### src/rtl/iic_arx_pkg.sv
package iic_arx_pkg;
  localparam int unsigned ADDR_W = 7;
  localparam int unsigned BYTE_W = ADDR_W + 1;

  typedef struct packed {
    logic [ADDR_W-1:0] addr;
    logic              rw;
  } own_cfg_t;

  // General call: every address bit clear, direction bit not looked at.
  function automatic logic f_gcall(input logic [BYTE_W-1:0] b);
    return b[BYTE_W-1:1] == '0;
  endfunction

  // Own-address hit; 10-bit mode also folds the direction bit into the compare.
  function automatic logic f_hit(input logic [BYTE_W-1:0] b,
                                 input own_cfg_t cfg,
                                 input logic ten);
    logic upper_eq;
    upper_eq = (b[BYTE_W-1:1] == cfg.addr);
    return ten ? (upper_eq && (b[0] == cfg.rw)) : upper_eq;
  endfunction
endpackage

### src/rtl/iic_arx_cfg.sv
module iic_arx_cfg
  import iic_arx_pkg::*;
(
  input  logic              clk,
  input  logic              rst_n,
  input  logic              cfg_wr_i,
  input  logic [ADDR_W-1:0] cfg_addr_i,
  input  logic              cfg_rw_i,
  input  logic              ten_bit_i,
  input  logic              bus_busy_i,
  output own_cfg_t          cfg_o,
  output logic              ten_q_o
);
  always_ff @(posedge clk or negedge rst_n) begin
    if (!rst_n) begin
      cfg_o <= '0;
    end else if (cfg_wr_i) begin
      cfg_o.addr <= cfg_addr_i;
      cfg_o.rw   <= cfg_rw_i;
    end
  end

  // Mode is frozen for the length of a transaction.
  always_ff @(posedge clk or negedge rst_n) begin
    if (!rst_n)          ten_q_o <= 1'b0;
    else if (!bus_busy_i) ten_q_o <= ten_bit_i;
  end
endmodule

### src/rtl/iic_arx_cmp.sv
module iic_arx_cmp
  import iic_arx_pkg::*;
(
  input  logic [BYTE_W-1:0] byte_i,
  input  own_cfg_t          cfg_i,
  input  logic              ten_i,
  output logic              gc_hit_o,
  output logic              own_hit_o
);
  always_comb begin
    gc_hit_o  = f_gcall(byte_i);
    own_hit_o = f_hit(byte_i, cfg_i, ten_i);
  end
endmodule

### src/rtl/iic_arx_seq.sv
module iic_arx_seq
  import iic_arx_pkg::*;
(
  input  logic              clk,
  input  logic              rst_n,
  input  logic              start_i,
  input  logic              stop_i,
  input  logic              byte_vld_i,
  input  logic [BYTE_W-1:0] byte_i,
  input  logic              ten_i,
  input  logic              gc_hit_i,
  input  logic              own_hit_i,
  output logic              busy_o,
  output logic              expect_o,
  output logic              addr_evt_o,
  output logic              addressed_o,
  output logic              gcall_o,
  output logic              irq_o,
  output logic              sec_vld_o,
  output logic [BYTE_W-1:0] sec_byte_o
);
  logic sec_pend_q;
  logic sec_evt;
  logic quiet;

  // Priority: STOP, then START, then a byte strobe.
  assign quiet      = !start_i && !stop_i;
  assign addr_evt_o = byte_vld_i && expect_o && quiet;
  assign sec_evt    = byte_vld_i && sec_pend_q && quiet;

  always_ff @(posedge clk or negedge rst_n) begin
    if (!rst_n) begin
      busy_o      <= 1'b0;
      expect_o    <= 1'b0;
      sec_pend_q  <= 1'b0;
      addressed_o <= 1'b0;
      gcall_o     <= 1'b0;
    end else if (stop_i) begin
      busy_o      <= 1'b0;
      expect_o    <= 1'b0;
      sec_pend_q  <= 1'b0;
      addressed_o <= 1'b0;
      gcall_o     <= 1'b0;
    end else if (start_i) begin
      busy_o     <= 1'b1;
      expect_o   <= 1'b1;
      sec_pend_q <= 1'b0;
    end else if (addr_evt_o) begin
      expect_o    <= 1'b0;
      gcall_o     <= gc_hit_i;
      addressed_o <= !gc_hit_i && own_hit_i;
      sec_pend_q  <= ten_i && !gc_hit_i && own_hit_i;
    end else if (sec_evt) begin
      sec_pend_q <= 1'b0;
    end
  end

  always_ff @(posedge clk or negedge rst_n) begin
    if (!rst_n) begin
      irq_o      <= 1'b0;
      sec_vld_o  <= 1'b0;
      sec_byte_o <= '0;
    end else begin
      irq_o     <= addr_evt_o && (gc_hit_i || own_hit_i);
      sec_vld_o <= sec_evt;
      if (sec_evt) sec_byte_o <= byte_i;
    end
  end
endmodule

### src/rtl/iic_addr_recognizer.sv
module iic_addr_recognizer
  import iic_arx_pkg::*;
(
  input  logic              clk,
  input  logic              rst_n,
  input  logic              cfg_wr_i,
  input  logic [ADDR_W-1:0] cfg_addr_i,
  input  logic              cfg_rw_i,
  input  logic              ten_bit_i,
  input  logic              start_i,
  input  logic              stop_i,
  input  logic              byte_vld_i,
  input  logic [BYTE_W-1:0] byte_i,
  output logic              addressed_o,
  output logic              gcall_o,
  output logic              irq_o,
  output logic              sec_vld_o,
  output logic [BYTE_W-1:0] sec_byte_o
);
  own_cfg_t cfg_w;
  logic     ten_w;
  logic     busy_w;
  logic     expect_w;
  logic     addr_evt_w;
  logic     gc_hit_w;
  logic     own_hit_w;

  iic_arx_cfg u_cfg (
    .clk        (clk),
    .rst_n      (rst_n),
    .cfg_wr_i   (cfg_wr_i),
    .cfg_addr_i (cfg_addr_i),
    .cfg_rw_i   (cfg_rw_i),
    .ten_bit_i  (ten_bit_i),
    .bus_busy_i (busy_w),
    .cfg_o      (cfg_w),
    .ten_q_o    (ten_w)
  );

  iic_arx_cmp u_cmp (
    .byte_i    (byte_i),
    .cfg_i     (cfg_w),
    .ten_i     (ten_w),
    .gc_hit_o  (gc_hit_w),
    .own_hit_o (own_hit_w)
  );

  iic_arx_seq u_seq (
    .clk         (clk),
    .rst_n       (rst_n),
    .start_i     (start_i),
    .stop_i      (stop_i),
    .byte_vld_i  (byte_vld_i),
    .byte_i      (byte_i),
    .ten_i       (ten_w),
    .gc_hit_i    (gc_hit_w),
    .own_hit_i   (own_hit_w),
    .busy_o      (busy_w),
    .expect_o    (expect_w),
    .addr_evt_o  (addr_evt_w),
    .addressed_o (addressed_o),
    .gcall_o     (gcall_o),
    .irq_o       (irq_o),
    .sec_vld_o   (sec_vld_o),
    .sec_byte_o  (sec_byte_o)
  );
endmodule

### config.mk
export PLATFORM = sky130hd
export DESIGN_NAME = iic_addr_recognizer
export DESIGN_NICKNAME = d
export VERILOG_FILES = /design/src/rtl/iic_arx_pkg.sv /design/src/rtl/iic_arx_cfg.sv /design/src/rtl/iic_arx_cmp.sv /design/src/rtl/iic_arx_seq.sv /design/src/rtl/iic_addr_recognizer.sv
export SDC_FILE = /design/constraint.sdc
export NUM_CORES = 1
export LEC_CHECK = 0
export ABC_AREA = 1
export ABC_CLOCK_PERIOD_IN_PS = 1800
export BUFFER_PORTS_ARGS = -buffer_cell sky130_fd_sc_hd__buf_2
export CORE_MARGIN = 5
export CORE_UTILIZATION = 50
export CTS_CLUSTER_SIZE = 20
export DETAILED_ROUTE_END_ITERATION = 6
export PLACE_DENSITY = 0.88
export SLEW_MARGIN = 20
export SYNTH_ARGS = -nofsm -noshare
export SYNTH_HDL_FRONTEND = slang
export SYNTH_SLANG_ARGS = --single-unit
### constraint.sdc
create_clock -name clk -period 1.8 [get_ports clk]
set_clock_uncertainty 0.05 [all_clocks]
set_input_delay 0.27 -clock clk [delete_from_list [all_inputs] [get_ports clk]]
set_output_delay 0.27 -clock clk [all_outputs]
set_load 0.005 [all_outputs]
==> results.cfg <==
[yosys]
synth.avg_cell_area_um2 = 8.45
yosysSeqAreaShare = 0.547
syn_area_um2 = 1100
synth-seq-cells = 24
syn_inst = 130
synth_warnings = 0
ys_types = 16
synth_fp_nets = 153

[detailed_routing]
wirelength_um = 2360
dr_total_vias = 956
drt-initial-drc-count = 25
routedWlPerCell_um = 12.1
drc = 0
drtAntennaViolNets = 0
viasPerCell = 4.90
first_pass_iters = 4

[floorplan]
ios = 35
die-area_um2 = 3230
num_rows = 17
die_h_um = 56.9
core_um2 = 2150
chipWidth_um = 56.9
start_util = 0.511

[clocking]
cts_tree = done
root_buffer = clkbuf_4
clk_pin_slew_worst_paths_ns = 0.13
numCtsBuffers = 3
cts_num_sinks = 24
ctsHtreeMaxLevel = 1
clk_latency_ns = 0.32
clockBufferDepth = 2

[sta]
finalCritPeriodShare = 0.658
hold_viol = 0
fin_crit_ns = 1.18
setup_viol = 0
worst_pin_slew_ns = 0.519
final-max-slew-violation-count = 0
rsz0062_at_grt = no
worst_hold_slack_ns = 0.0955
worst_slack_ns = 0.615
setup_tns_ns = 0
fmax_ghz = 0.844
max-slew-margin-rel = 0.654

[worst_setup_path]
path_max_fanout = 2
cp.required_ns = 1.48
cp_slowest_cell = dfrtp_1
path_class = flop to output pin
crit_buf_inv = 1
max_stage_delay_ns = 0.42
end_kind = output pin
cp_top_family = flip-flops
crit_chain = buf_2
startpoint_type = flop
arrival_ns = 0.86

[finish]
final_common_cell = nand2_1
final_cell_mix = 46 x nand2_1, 34 x buf_2, 24 x dfrtp_1
stdcell_count = 195
drive_gt1_frac = 0.299
syn_to_final_growth_pct = 23.0
fin_nets = 191
num_antenna_cells = 0

[worst_hold_path]
min_path_type = input port to flop

[placed_design]
io_buffer_count = 34
gp_congestion = 0.772
place_ws_ns = 0.484
dpl.hpwl_um = 1860
placed_cells = 190

[power]
power.leakage_nw = 0.780
clkPwrFrac = 0.361
p_switching_mw = 0.251
peakVddDrop_v = 0.000482
power_mw = 1.08
seq_power_share = 0.530
switching_share = 0.232
power_frac_comb = 0.110
powerDensity_nw_per_um2 = 801
internal-power_mw = 0.832

[global_route]
antenna_found_initial = 0
grt_pass1_wl_um = 4110
grtUsageTotal = 0.167
grt_pass1_vias = 1009
grt_max_degree = 25
overflow = 0

[run]
maxCapViolations = 0

[status]
status = finished, final reports clean
==> sequential cells by signal, summed over array words and instances, names as in the netlist <==
register           flops
u_seq.addressed_o      1
u_cfg.cfg_o            8
u_cfg.ten_q_o          1
u_seq.expect_o         1
u_seq.sec_vld_o        1
u_seq.sec_byte_o       8
u_seq.sec_pend_q       1
u_seq.gcall_o          1
u_seq.irq_o            1
u_seq.busy_o           1
==> cell type report <==
cell class,instances,area (µm²)
Multi-Input combinational cell,86,415
Clock inverter,1,30.0
Sequential cell,24,601
Clock buffer,3,22.5
Fill cell,191,797
Inverter,18,67.6
Tap cell,28,35.0
Timing Repair Buffer,35,180
==> cells by family after synthesis <==
group / count (synthesis) / share of synthesized area
AO/OA/AOI/OAI: 16 / 0.0968
XOR/XNOR: 1 / 0.00797
buffers and inverters: 20 / 0.0752
flip-flops: 24 / 0.547
multiplexers: 1 / 0.0102
AND/OR/NAND/NOR: 68 / 0.263
==> cells in the mapped netlist, drive strengths merged <==
cell type | number | area share
nor2 | 13 | 0.049
buf | 1 | 0.010
nand4 | 1 | 0.0057
nand2 | 46 | 0.16
a21oi | 2 | 0.0091
nor3 | 1 | 0.015
clkbuf | 1 | 0.0034
mux2 | 1 | 0.010
dfrtp | 24 | 0.55
inv | 18 | 0.061
nand3 | 7 | 0.036
xor2 | 1 | 0.0080
o21ai | 14 | 0.088
==> power groups by stage <==
stage | sequential [mW] | clock, mW | combinational, mW
final | 0.574 | 0.391 | 0.119
after global placement | 0.582 | 0 | 0.111
after CTS | 0.573 | 0.398 | 0.120
after floorplan | 0.581 | 0 | 0.0615
after global routing | 0.576 | 0.425 | 0.137
after detailed placement | 0.584 | 0 | 0.117
==> metrics by stage <==
stage	utilization	instance area [µm²]
2_1_floorplan	-	1100
3_3_place_gp	0.600	1290
3_5_place_dp	0.600	1290
4_1_cts	0.629	1350
5_1_grt	0.629	1350
6_report	0.629	1350
==> path summary, 6_finish.rpt <==
path,from,to,slack [ns],cells after the start
setup reg to reg,u_seq.sec_pend_q$_DFFE_PN0P_,u_seq.sec_byte_o[3]$_DFFE_PN0P_,0.69,3
hold / removal,cfg_addr_i[0],u_cfg.cfg_o[1]$_DFFE_PN0P_,0.1,3
setup / recovery,u_seq.sec_byte_o[3]$_DFFE_PN0P_,sec_byte_o[3],0.62,1
hold reg to reg,u_seq.sec_byte_o[4]$_DFFE_PN0P_,u_seq.sec_byte_o[4]$_DFFE_PN0P_,0.44,2
max in group asynchronous,rst_n,u_seq.gcall_o$_DFFE_PN0P_,0.97,2
min in group asynchronous,rst_n,u_cfg.cfg_o[5]$_DFFE_PN0P_,0.39,2
==> per-layer routing <==
metal  vias to the layer above  share of wire  track usage
met5                         -              0            0
met4                         0          0.036        0.109
met3                         7          0.066       0.0437
met2                        35           0.50        0.282
met1                       442           0.39        0.182
li1                        472              -            -
==> timing repair <==
| item | 4_1_cts | 5_1_grt |
|---|---|---|
| hold buffers | 1 | 0 |
| gates resized for setup | 0 | 0 |
| setup buffers | 0 | 0 |
| endpoints found under the hold margin | 24 | 0 |
(Power assumes the default switching activity.)
